**src/rtl/coalesce_policy_pkg.sv**
```systemverilog
package coalesce_policy_pkg;
  typedef enum logic [1:0] {
    HINT_NONE     = 2'd0,
    HINT_LOW_LOAD = 2'd1,
    HINT_UNOPT    = 2'd2,
    HINT_INCOMPAT = 2'd3
  } hint_e;

  typedef struct packed {
    logic  en;
    hint_e hint;
    logic  clr;
  } policy_t;
endpackage

```
**src/rtl/coalesce_policy_cmp.sv**
```systemverilog
module coalesce_policy_cmp #(
  parameter int CNT_W          = 32,
  parameter int PRESSURE_LIMIT = 2000,
  parameter int BENEFIT_MIN    = 500
) (
  input  logic [CNT_W-1:0] draw_i,
  input  logic [CNT_W-1:0] collapsed_i,
  output logic             draw_light_o,
  output logic             total_light_o,
  output logic             benefit_poor_o
);
  localparam int SUM_W = CNT_W + 1;
  typedef logic [SUM_W-1:0] wide_t;

  localparam wide_t PRESS_W   = wide_t'(PRESSURE_LIMIT);
  localparam wide_t BENEFIT_W = wide_t'(BENEFIT_MIN);

  wide_t draw_ext, coll_ext, total;

  always_comb begin
    draw_ext       = {1'b0, draw_i};
    coll_ext       = {1'b0, collapsed_i};
    total          = draw_ext + coll_ext;
    draw_light_o   = (draw_ext <= PRESS_W);
    total_light_o  = (total <= PRESS_W);
    benefit_poor_o = (coll_ext < BENEFIT_W);
  end
endmodule

```
**src/rtl/coalesce_policy_decide.sv**
```systemverilog
module coalesce_policy_decide
  import coalesce_policy_pkg::*;
(
  input  policy_t cur_i,
  input  logic    frame_end_i,
  input  logic    force_off_i,
  input  logic    draw_light_i,
  input  logic    total_light_i,
  input  logic    benefit_poor_i,
  output policy_t nxt_o
);
  always_comb begin
    nxt_o     = cur_i;
    nxt_o.clr = 1'b0;
    if (force_off_i) begin
      if (cur_i.en) begin
        nxt_o.en   = 1'b0;
        nxt_o.hint = HINT_INCOMPAT;
        nxt_o.clr  = 1'b1;
      end
    end else if (frame_end_i) begin
      if (cur_i.en) begin
        nxt_o.clr = 1'b1;
        if (total_light_i) begin
          nxt_o.en   = 1'b0;
          nxt_o.hint = HINT_LOW_LOAD;
        end else if (benefit_poor_i) begin
          nxt_o.en   = 1'b0;
          nxt_o.hint = HINT_UNOPT;
        end
      end else if (cur_i.hint != HINT_INCOMPAT) begin
        if (draw_light_i) begin
          nxt_o.hint = HINT_LOW_LOAD;
        end else if (cur_i.hint != HINT_UNOPT) begin
          nxt_o.en = 1'b1;
        end
      end
    end
  end
endmodule

```
**src/rtl/coalesce_policy.sv**
```systemverilog
module coalesce_policy
  import coalesce_policy_pkg::*;
#(
  parameter int CNT_W          = 32,
  parameter int PRESSURE_LIMIT = 2000,
  parameter int BENEFIT_MIN    = 500
) (
  input  logic             clk,
  input  logic             rst_n,
  input  logic             frame_end_i,
  input  logic [CNT_W-1:0] draw_i,
  input  logic [CNT_W-1:0] collapsed_i,
  input  logic             force_off_i,
  output logic             en_o,
  output logic [1:0]       hint_o,
  output logic             clr_o
);
  policy_t cur_q, nxt;
  logic    draw_light, total_light, benefit_poor;
  logic    state_ce;

  coalesce_policy_cmp #(
    .CNT_W(CNT_W), .PRESSURE_LIMIT(PRESSURE_LIMIT), .BENEFIT_MIN(BENEFIT_MIN)
  ) u_cmp (
    .draw_i(draw_i), .collapsed_i(collapsed_i),
    .draw_light_o(draw_light), .total_light_o(total_light),
    .benefit_poor_o(benefit_poor)
  );

  coalesce_policy_decide u_decide (
    .cur_i(cur_q), .frame_end_i(frame_end_i), .force_off_i(force_off_i),
    .draw_light_i(draw_light), .total_light_i(total_light),
    .benefit_poor_i(benefit_poor), .nxt_o(nxt)
  );

  assign state_ce = frame_end_i | force_off_i;

  always_ff @(posedge clk or negedge rst_n) begin
    if (!rst_n) begin
      cur_q.en   <= 1'b0;
      cur_q.hint <= HINT_NONE;
    end else if (state_ce) begin
      cur_q.en   <= nxt.en;
      cur_q.hint <= nxt.hint;
    end
  end

  always_ff @(posedge clk or negedge rst_n) begin
    if (!rst_n) cur_q.clr <= 1'b0;
    else        cur_q.clr <= nxt.clr;
  end

  assign en_o   = cur_q.en;
  assign hint_o = cur_q.hint;
  assign clr_o  = cur_q.clr;

  // force-off while enabled lands in the incompatible state with a clear
  a_r2_force_off: assert property (@(posedge clk) disable iff (!rst_n)
    (force_off_i && en_o) |=> (!en_o && hint_o == 2'd3 && clr_o));

  // the incompatible state is sticky while disabled
  a_r3_incompat_sticky: assert property (@(posedge clk) disable iff (!rst_n)
    (!en_o && hint_o == 2'd3) |=> (!en_o && hint_o == 2'd3));

  // a light total wins over poor benefit
  a_r8_light_priority: assert property (@(posedge clk) disable iff (!rst_n)
    (en_o && frame_end_i && !force_off_i && total_light) |=> (!en_o && hint_o == 2'd1));

  // poor benefit disables
  a_r7_poor_benefit: assert property (@(posedge clk) disable iff (!rst_n)
    (en_o && frame_end_i && !force_off_i && benefit_poor) |=> !en_o);

  // a clear pulse only follows a cycle spent enabled, and lasts one cycle
  a_r10_clr_source: assert property (@(posedge clk) disable iff (!rst_n)
    clr_o |-> $past(en_o));
  a_r10_clr_single: assert property (@(posedge clk) disable iff (!rst_n)
    clr_o |=> (!clr_o || $past(en_o)));

  // without a strobe the state holds
  a_r10_hold: assert property (@(posedge clk) disable iff (!rst_n)
    (!frame_end_i && !force_off_i) |=> ($stable(en_o) && $stable(hint_o) && !clr_o));

  // the enabled state never carries the incompatible hint
  a_r6_no_incompat_enabled: assert property (@(posedge clk) disable iff (!rst_n)
    en_o |-> hint_o != 2'd3);
endmodule

```
**config.mk**
```make
export PLATFORM = sky130hd
export DESIGN_NAME = coalesce_policy
export DESIGN_NICKNAME = d
export VERILOG_FILES = /design/src/rtl/coalesce_policy_pkg.sv /design/src/rtl/coalesce_policy_cmp.sv /design/src/rtl/coalesce_policy_decide.sv /design/src/rtl/coalesce_policy.sv
export SDC_FILE = /design/constraint.sdc
export NUM_CORES = 1
export LEC_CHECK = 0
export CAP_MARGIN = 20
export CELL_PAD_IN_SITES_DETAIL_PLACEMENT = 0
export CELL_PAD_IN_SITES_GLOBAL_PLACEMENT = 1
export CORE_MARGIN = 2
export CORE_UTILIZATION = 40
export CTS_CLUSTER_SIZE = 20
export DETAILED_ROUTE_END_ITERATION = 6
export DONT_BUFFER_PORTS = 1
export PLACE_DENSITY = 0.72
export SETUP_SLACK_MARGIN = 0.3
export SLEW_MARGIN = 10
export SYNTH_ARGS = -nofsm -noshare
export SYNTH_HDL_FRONTEND = slang
export SYNTH_SLANG_ARGS = --single-unit
```
**constraint.sdc**
```tcl
create_clock -name clk -period 2.23 [get_ports clk]
set_input_delay 0.446 -clock clk [delete_from_list [all_inputs] [get_ports clk]]
set_output_delay 0.446 -clock clk [all_outputs]
set_load 0.1 [all_outputs]
```
* After elaboration in Yosys (flattened, before gate mapping)
Cells that the tools add are included.
** Storage, ports and cells
- Bits in registers :: 4
- Word-level logic and storage cells :: 28
- Input bits :: 68
- Output and inout port bits :: 4
** Cells by class
- Bitwise logic cells :: 1
- Eq/ne operators :: 4
- Reductions and logical operators :: 5
- Muxes and demuxes :: 11
- $lt $le $gt $ge :: 3
- $add $sub $neg :: 1
** Operator list (count)
- $add 32x32->33 :: 1
- $le 33x11->1 const B :: 1
- $le 32x11->1 const B :: 1
- $lt 32x9->1 const B :: 1
- $mux 3 :: 5
- $mux 4 :: 2
- $reduce_and 6->1 :: 1
- $reduce_bool 2->1 :: 3
- $ne 2x2->1 const B :: 2
- $ne 4x2->1 const B :: 1
- $mux 1 :: 3
- $mux 2 :: 1
- $ne 2x1->1 const B :: 1
- $reduce_and 2->1 :: 1
- $or 1x1->1 :: 1

* Logic depth before layout (Yosys ltp)
Gate-level depths: netlist of the first run.
- Depth after elaboration :: 7
- Mapped depth :: 11
- Gate-level depth less buffers :: 11

* Cells and area by module
Synthesis of the first run repeated with hierarchy kept, for this count alone.
** Unflattened totals
- Cells, all modules :: 367
- Area total of the unflattened synthesis :: 2514.9 µm²
** Modules (own cells, without submodules)
- coalesce_policy_cmp :: seq. area each 0.0 µm², times used 1, area each 2280.9 µm², cells each 343
- coalesce_policy :: seq. area each 100.1 µm², times used 1, area each 140.1 µm², cells each 8
- coalesce_policy_decide :: seq. area each 0.0 µm², times used 1, area each 93.8 µm², cells each 16

* Worst setup path before layout of the first run
No wires, ideal clock.
- Path type :: input to register
- Start :: input port draw_i[0]
- End :: register cur_q, in the netlist hint_o[1]
- Slack :: -0.823 ns
- Buffers on the path :: 0
- Data required time :: 2.092 ns
- Library setup time :: 0.138 ns
- Arrival time :: 2.915 ns
- Stages on the path :: 11
- Cells stage by stage :: ha_1 -> fa_1 -> a21o_1 -> a221o_1 -> o2bb2ai_1 -> o21ai_1 -> o32ai_1 -> nor4b_1 -> nand4_1 -> nor4_4 -> o211ai_1
** On the way
- Cells in the longest elaborated chain, start to end :: 6
- Elaborated cells on any way between the ends :: 10
- Classes of those cells :: add/sub (1); order compare (2); eq/ne (1); mux (4); reduce/logical (2)
** Ends and longest elaborated chain
- from (decl) :: line coalesce_policy.sv:11 : input logic [CNT_W-1:0] draw_i,
- $add 32x32->33 :: line coalesce_policy_cmp.sv:23 : total = draw_ext + coll_ext;
- $le 33x11->1 :: line coalesce_policy_cmp.sv:25 : total_light_o = (total <= PRESS_W);
- $mux 3 :: line coalesce_policy_decide.sv:24 : if (total_light_i) begin
- $mux 3 :: line coalesce_policy_decide.sv:22 : if (cur_i.en) begin
- $mux 4 :: line coalesce_policy_decide.sv:21 : end else if (frame_end_i) begin
- $mux 4 :: line coalesce_policy_decide.sv:15 : if (force_off_i) begin
- to (decl) :: line coalesce_policy.sv:18 : policy_t cur_q, nxt;
Several ways; a longest one is shown, not always the timed one. The select of a mux whose other input is x is not followed.
A chain may end at the register's enable or synchronous reset.

* Final worst setup path of the first run
- Start :: input port collapsed_i[0]
- End :: register cur_q, in the netlist en_o
** On the way
- Cells in the longest elaborated chain, start to end :: 6
- Elaborated cells on any way between the ends :: 8
- Classes of those cells :: add/sub (1); order compare (2); mux (5)
** Ends and longest elaborated chain
- from (decl) :: line coalesce_policy.sv:12 : input logic [CNT_W-1:0] collapsed_i,
- $add 32x32->33 or $lt 32x9->1 (tied branches) :: line coalesce_policy_cmp.sv:23, coalesce_policy_cmp.sv:26
- $le 33x11->1 or $mux 3 (tied branches) :: line coalesce_policy_cmp.sv:25, coalesce_policy_decide.sv:27
- $mux 3 (*) :: line coalesce_policy_decide.sv:24
- $mux 3 (*) :: line coalesce_policy_decide.sv:22
- $mux 4 (*) :: line coalesce_policy_decide.sv:21
- $mux 4 (*) :: line coalesce_policy_decide.sv:15
Every way passes the cells marked *; elsewhere a longest branch is shown, timed or not. The select of a mux whose other input is x is not followed.

==> metrics.md, run 1 <==
| Metric | Value |
|---|---|
| Final critical-path share of the clock period | 129% |
| Top_reg_cell synth | dfrtp_1 |
| Synth area leader | ha_1 |
| Syn_area_per_cell | 7.54 um2 |
| NumNets Final | 560 |
| Place WS | -915 ps |
| Clock power frac | 12.3% |
| Max_slew headroom | 57.9% |
| Count of different cell masters after synthesis | 76 |
| R2R depth | 6 |
| Slew @ Worst Pin | 626 ps |
| Area delta synth->final | 38.0% |
| Combinational Power Share | 81.2% |
| Flops & latches, synth | 4 |
| Hold Crit Class | in -> reg |
| Gp weighted congestion | 0.959 |
| CTS root buf | clkbuf_8 |
| Final Critical Period | 2870 ps |
| Total CTS buffers | 3 |
| Synth area leaders | ha_1 (15%), a21oi_1 (6.7%), nand2_1 (5.1%) |
| WP data required | 2320 ps |
| Max Clk Rate | 0.348 GHz |
| Post-Route WL | 10300 um |
| Core ar. | 6350 um2 |
| DRC violations left | 0 |
| R2R Setup Slk | 500 ps |
| Sw frac | 45.9% |
| Die area | 7250 um2 |
| Final Hold Fails | 0 |
| Power, Total | 1.29 mW |
| Row cnt | 29 |
| Failing checks | negative setup slack |
| Sw Pwr | 593 uW |
| Die height | 85.1 um |
| Global-route wire length before repair | 15900 um |
| Syn Nets | 450 |
| Status | finished, violations left |
| Initial Utilization | 41.5% |
| M3 GR Usage | 4.18% |
| IO Pins | 72 |
| Initial antenna violation count | 0 |
| GRT met1 Usage | 34.4% |
| Crit Path Max Fanout | 4 |
| Number of diodes | 0 |
| Most common cell after layout, fill and taps aside | buf_4 |
| CTS tree | yes |
| Hold depth | 1 |
| Via count | 3294 |
| Most frequent cells in the layout | buf_4 (120), nand2_1 (36), a21oi_1 (32), ha_1 (28), nand4_1 (19) |
| Worst-Skew Late Latency | 220 ps |
| Layout cells sized above 1 | 36.1% |
| Clock sinks | 4 |
| Crit Reg-Reg Endpoint | hint_o[0] |
| 1st-iter DRT viols | 169 |
| Sequential power share | 6.5% |
| Worst r2r src | en_o |
| PwrDens | 356 nW/um2 |
| Placed cells | 526 |
| Grt ovf | 0 |
| Final Max Tran Viols | 0 |
| H-tree depth | 1 |
| Worst setup SP type | input port |
| Final worst setup slack | -645 ps |
| Setup violators final | 3 |
| TritonRoute pass-1 iters | 5 |
| P_int | 700 uW |
| CTS Buffer Depth | 2 |
| IO Port Bufs | 0 |
| Max cap viols | 0 |
| Maximum vdd drop | 0.000348 V |
| CTS clk-pin slew, worst paths | 30 ps |
| Met2 Use GR | 45.5% |
| Final Skew | 3.85 ps |
| Hold Path Origin | force_off_i |
| Largest net degree at the start of global routing | 11 |
| Hpwl dp | 8750 um |
| Hold Path Sink | en_o |
| Wire per inst | 19.3 um |
| Mapped Area | 2630 um2 |
| Total GRT Usage | 27.0% |
| Synth warnings | 0 |
| Post-synth top area share | 15.2% |
| RSZ-0062 raised after global routing | yes |
| Vias in the first global route | 3333 |
| Mapped Cells | 349 |
| Antenna Nets Post-Route | 0 |
| Vias per cell | 6.17 |
| Kind of critical path | in -> reg |
| Static Leakage | 1.55 nW |
| GR peak layer | met2 |
| Worst path arrival time | 2960 ps |
| Final Non-Filler Cells | 534 |
| Die W | 85.1 um |
| Register area share after synthesis | 3.80% |
| Worst setup EP type | register |
| Async S/R FF share, synth | 100% |
| EDFF count, synth | 0 |
-- cell families (layout without fill, tap and decap cells) --
group,after synthesis,count (layout),share of synthesized area (%)
AOI/OAI and AO/OA,141,141,38.0
and+or+nand+nor,131,131,28.3
adders and majority gates,33,33,16.0
buffers and inverters,23,131,7.98
xor gates and xnor gates,12,12,3.99
muxes,5,5,1.95
DFF,4,4,3.80
-- power groups by stage --
stage	combinational (mW)	clock (mW)	sequential, mW
after global placement	0.965	0	0.0852
after CTS	1.01	0.161	0.0839
after global routing	1.13	0.168	0.0848
after detailed placement	0.981	0	0.0841
final	1.05	0.159	0.0840
after floorplan	0.570	0	0.136
-- flip-flops by register name, indices dropped and copies added, names as in the netlist --
name,cells
hint_o,2
clr_o,1
en_o,1
-- routing by layer --
layer / vias to the layer above / wire (um)
met5: - / 0
li1: 1613 / -
met2: 137 / 5000
met3: 27 / 699
met4: 0 / 430
met1: 1517 / 4170
-- timing repair --
item,4_1_cts,5_1_grt
buffers inserted,3,1
hold buffers,1,0
gates resized for setup,9,13
endpoints found under the setup margin,3,3
endpoints found under the hold margin,4,0
pin swaps,13,14
-- synthesized netlist by cell type (all sizes together), types with 4 or more instances --
library cell / count
a2111oi: 4
a211oi: 6
a21o: 10
a21oi: 37
a31oi: 4
and3: 4
and4: 5
buf: 9
clkbuf: 8
dfrtp: 4
ha: 32
inv: 6
mux2i: 4
nand2: 37
nand2b: 6
nand3: 7
nand4: 19
nor2: 14
nor2b: 8
nor3: 6
nor4: 12
o211ai: 6
o21a: 13
o21ai: 22
o31a: 4
o31ai: 4
o32ai: 4
xnor2: 5
xor2: 7
-- cell type report --
| class | instances | area, um2 |
|---|---|---|
| inverter | 6 | 22.5 |
| clock buffer | 3 | 41.3 |
| tap | 77 | 96.3 |
| multi-input combinational | 322 | 2450 |
| timing repair buffer | 122 | 922 |
| sequential | 4 | 100 |
| fill | 653 | 2720 |
-- worst max path at each step --
stage | endpoint | depth (start not counted) | from
finish | en_o | 11 | collapsed_i[0]
global route | en_o | 10 | draw_i[23]
detailed placement | hint_o[0] | 11 | draw_i[0]
global placement | hint_o[1] | 11 | draw_i[0]
CTS | hint_o[1] | 11 | draw_i[8]
floorplan | hint_o[1] | 11 | draw_i[0]
-- metrics by stage --
stage	hold WS (ps)	utilization [%]	TNS, ps	cell area, um2
floorplan	150	-	-1950	2660
global placement	150	54.2	-2560	3440
detailed placement	150	54.2	-2730	3440
CTS	318	55.9	-1790	3550
global route	321	57.2	-2280	3630
finish	319	57.2	-1900	3630
-- worst max-delay path: stages --
cell	delay, ps
ha_4	150
buf_6	110
a21o_1	170
and4_4	170
o31ai_4	290
a211o_1	200
a311oi_2	100
or3_1	380
a2111o_1	410
nor4_4	390
o32ai_2	140
(Power assumes the default switching activity.)
==> inputs of run 2 (changes only) <==
--- a/config.mk
+++ b/config.mk
@@ -13,7 +13,7 @@
 export CTS_CLUSTER_SIZE = 20
 export DETAILED_ROUTE_END_ITERATION = 6
 export DONT_BUFFER_PORTS = 1
-export PLACE_DENSITY = 0.72
+export PLACE_DENSITY = 0.75
 export SETUP_SLACK_MARGIN = 0.3
 export SLEW_MARGIN = 10
 export SYNTH_ARGS = -nofsm -noshare
==> constraint.sdc (replaced) <==
create_clock -name clk -period 2.45 [get_ports clk]
set_input_delay 0.49 -clock clk [delete_from_list [all_inputs] [get_ports clk]]
set_output_delay 0.49 -clock clk [all_outputs]
set_load 0.1 [all_outputs]
==> run 2 against run 1 <==
  * The run still ends with negative setup slack left
  * Core utilization shrank 0.45 points
  * Highest routed layer unchanged
  * Via count grew 0.33%
  * Register-to-register slack gained 460 ps
  * Routed wire length shrank 1.3%
  * Non-clock buffer count shrank 2
  * Critical path type unchanged
  * Combinational power shrank 10%
  * Design area shrank 0.79%
  * Critical path depth is the same
==> metrics.md, run 2 (same netlist as run 1, synthesis figures left out) <==
| Metric | Value |
|---|---|
| Max Clk Rate | 0.341 GHz |
| Row cnt | 29 (unchanged) |
| Hold Crit Class | in -> reg |
| Maximum vdd drop | 0.000206 V (-41%) |
| RSZ-0062 raised after global routing | yes |
| Largest net degree at the start of global routing | 10 (-1) |
| Final critical-path share of the clock period | 120% |
| Setup violators final | 3 (unchanged) |
| Max_slew headroom | 41.6% (-16 points) |
| WP data required | 2540 ps (+220 ps) |
| Static Leakage | 1.54 nW (-0.55%) |
| Most common cell after layout, fill and taps aside | buf_4 |
| Final Skew | 0.403 ps (-3.45 ps) |
| R2R Setup Slk | 960 ps (+460 ps) |
| Hold depth | 1 (unchanged) |
| Vias in the first global route | 3329 (-0.12%) |
| CTS tree | yes |
| Via count | 3305 (+0.33%) |
| TritonRoute pass-1 iters | 4 (-1) |
| Kind of critical path | in -> reg |
| Core ar. | 6350 um2 (unchanged) |
| Worst setup EP type | register |
| PwrDens | 324 nW/um2 (-9.1%) |
| Grt ovf | 0 (unchanged) |
| Hold Path Sink | en_o |
| Place WS | -811 ps (+104 ps) |
| Final Max Tran Viols | 0 (unchanged) |
| Antenna Nets Post-Route | 0 (unchanged) |
| Crit Path Max Fanout | 4 (unchanged) |
| R2R depth | 6 (unchanged) |
| Global-route wire length before repair | 15900 um (+0.18%) |
| IO Port Bufs | 0 (unchanged) |
| Max cap viols | 0 (unchanged) |
| Hpwl dp | 8700 um (-0.60%) |
| Worst-Skew Late Latency | 220 ps (about the same) |
| Final Hold Fails | 0 (unchanged) |
| Most frequent cells in the layout | buf_4 (118), nand2_1 (36), a21oi_1 (35), ha_1 (30) |
| Gp weighted congestion | 0.946 (-1.4%) |
| Final worst setup slack | -486 ps (+159 ps) |
| Number of diodes | 0 (unchanged) |
| Hold Path Origin | force_off_i |
| Worst setup SP type | input port |
| Vias per cell | 6.21 (+0.71%) |
| CTS root buf | clkbuf_8 |
| Power, Total | 1.17 mW (-9.8%) |
| Post-Route WL | 10200 um (-1.3%) |
| Worst r2r src | en_o |
| Clock sinks | 4 (unchanged) |
| Layout cells sized above 1 | 35.8% (-0.28 points) |
| Die height | 85.1 um (unchanged) |
| Util after Layout | 56.7% (-0.45 points) |
| CTS Buffer Depth | 2 (unchanged) |
| 1st-iter DRT viols | 191 (+13%) |
| CP startpoint | collapsed_i[0] |
| Failing checks | negative setup slack |
| Area delta synth->final | 36.9% |
| NumNets Final | 558 (-0.36%) |
| Slew @ Worst Pin | 877 ps (+251 ps) |
| Max reg flops | 2 (unchanged) |
| Final Critical Period | 2940 ps |
| Initial Utilization | 41.5% (unchanged) |
| Status | finished, violations left |
| CTS clk-pin slew, worst paths | 30 ps (about the same) |
| H-tree depth | 1 (unchanged) |
| Die W | 85.1 um (unchanged) |
| Total GRT Usage | 27.1% (+0.10 points) |
| Total CTS buffers | 3 (unchanged) |
| Die area | 7250 um2 (unchanged) |
| Worst path arrival time | 3030 ps (+70 ps) |
| Crit Reg-Reg Endpoint | hint_o[0] |
| DRC violations left | 0 (unchanged) |
| Initial antenna violation count | 0 (unchanged) |
| Wire per inst | 19.1 um (-0.97%) |
| IO Pins | 72 (unchanged) |
## run 2: cell types whose count changed in the layout (fill, tap and decap cells not counted), moves of 2 or more
cell,delta
a21oi_2,-4
a21oi_1,+3
buf_4,-2
ha_1,+2
ha_4,-2
o21ai_0,+2
o21ai_1,-2
## run 2: final cells by class
cell class	instances	area, um2
fill	627	2750
sequential	4	100
multi-input combinational	322	2440
clock buffer	3	41.3
timing repair buffer	120	907
inverter	6	22.5
tap	77	96.3
## run 2: how the worst max path moves through the flow
stage	slack (ps)	end
6_report	-490	hint_o[1]
5_1_grt	-570	hint_o[1]
4_1_cts	-420	en_o
3_5_place_dp	-810	hint_o[0]
3_3_place_gp	-600	hint_o[1]
2_1_floorplan	-480	hint_o[1]
## run 2: report_power, final
part           total, mW  leakage [nW]  switching, mW  internal, mW
logic              0.945          1.48          0.493         0.452
clock network      0.145        0.0216         0.0397         0.105
registers         0.0769        0.0460        0.00431        0.0726
## run 2: per-layer routing
metal  wire length [um]  vias to the layer above  global-route usage, %  share of wire [%]
met5                  0                        -                      0                  0
met2               4930                      135                   46.2                 49
met4                510                        0                   15.0                5.0
li1                   -                     1611                      -                  -
met1               4140                     1521                   32.6                 41
met3                573                       38                   3.89                5.6
## run 2: repair_timing
item | CTS | global route
gates resized for setup | 10 | 8
endpoints found under the setup margin | 3 | 3
hold buffers | 1 | 0
hold endpoints to repair | 4 | 0
pin swaps | 13 | 11
buffers inserted | 1 | 2
## run 2: critical path, stage by stage
cell,delay (ps)
ha_4,150
buf_6,110
a21o_1,160
and4_4,200
o31ai_4,270
a211o_1,210
a311oi_2,110
or3_1,400
a2111o_1,410
nor4_4,370
o211ai_1,140
## run 2: per-stage QoR
step | hold WS, ps | setup TNS (ps) | cells | instance area (um2)
finish | 362 | -1430 | 532 | 3600
global route | 375 | -1660 | 532 | 3600
CTS | 358 | -1220 | 530 | 3540
detailed placement | 195 | -2420 | 525 | 3440
global placement | 194 | -1800 | 525 | 3440
floorplan | 194 | -1430 | 349 | 2660
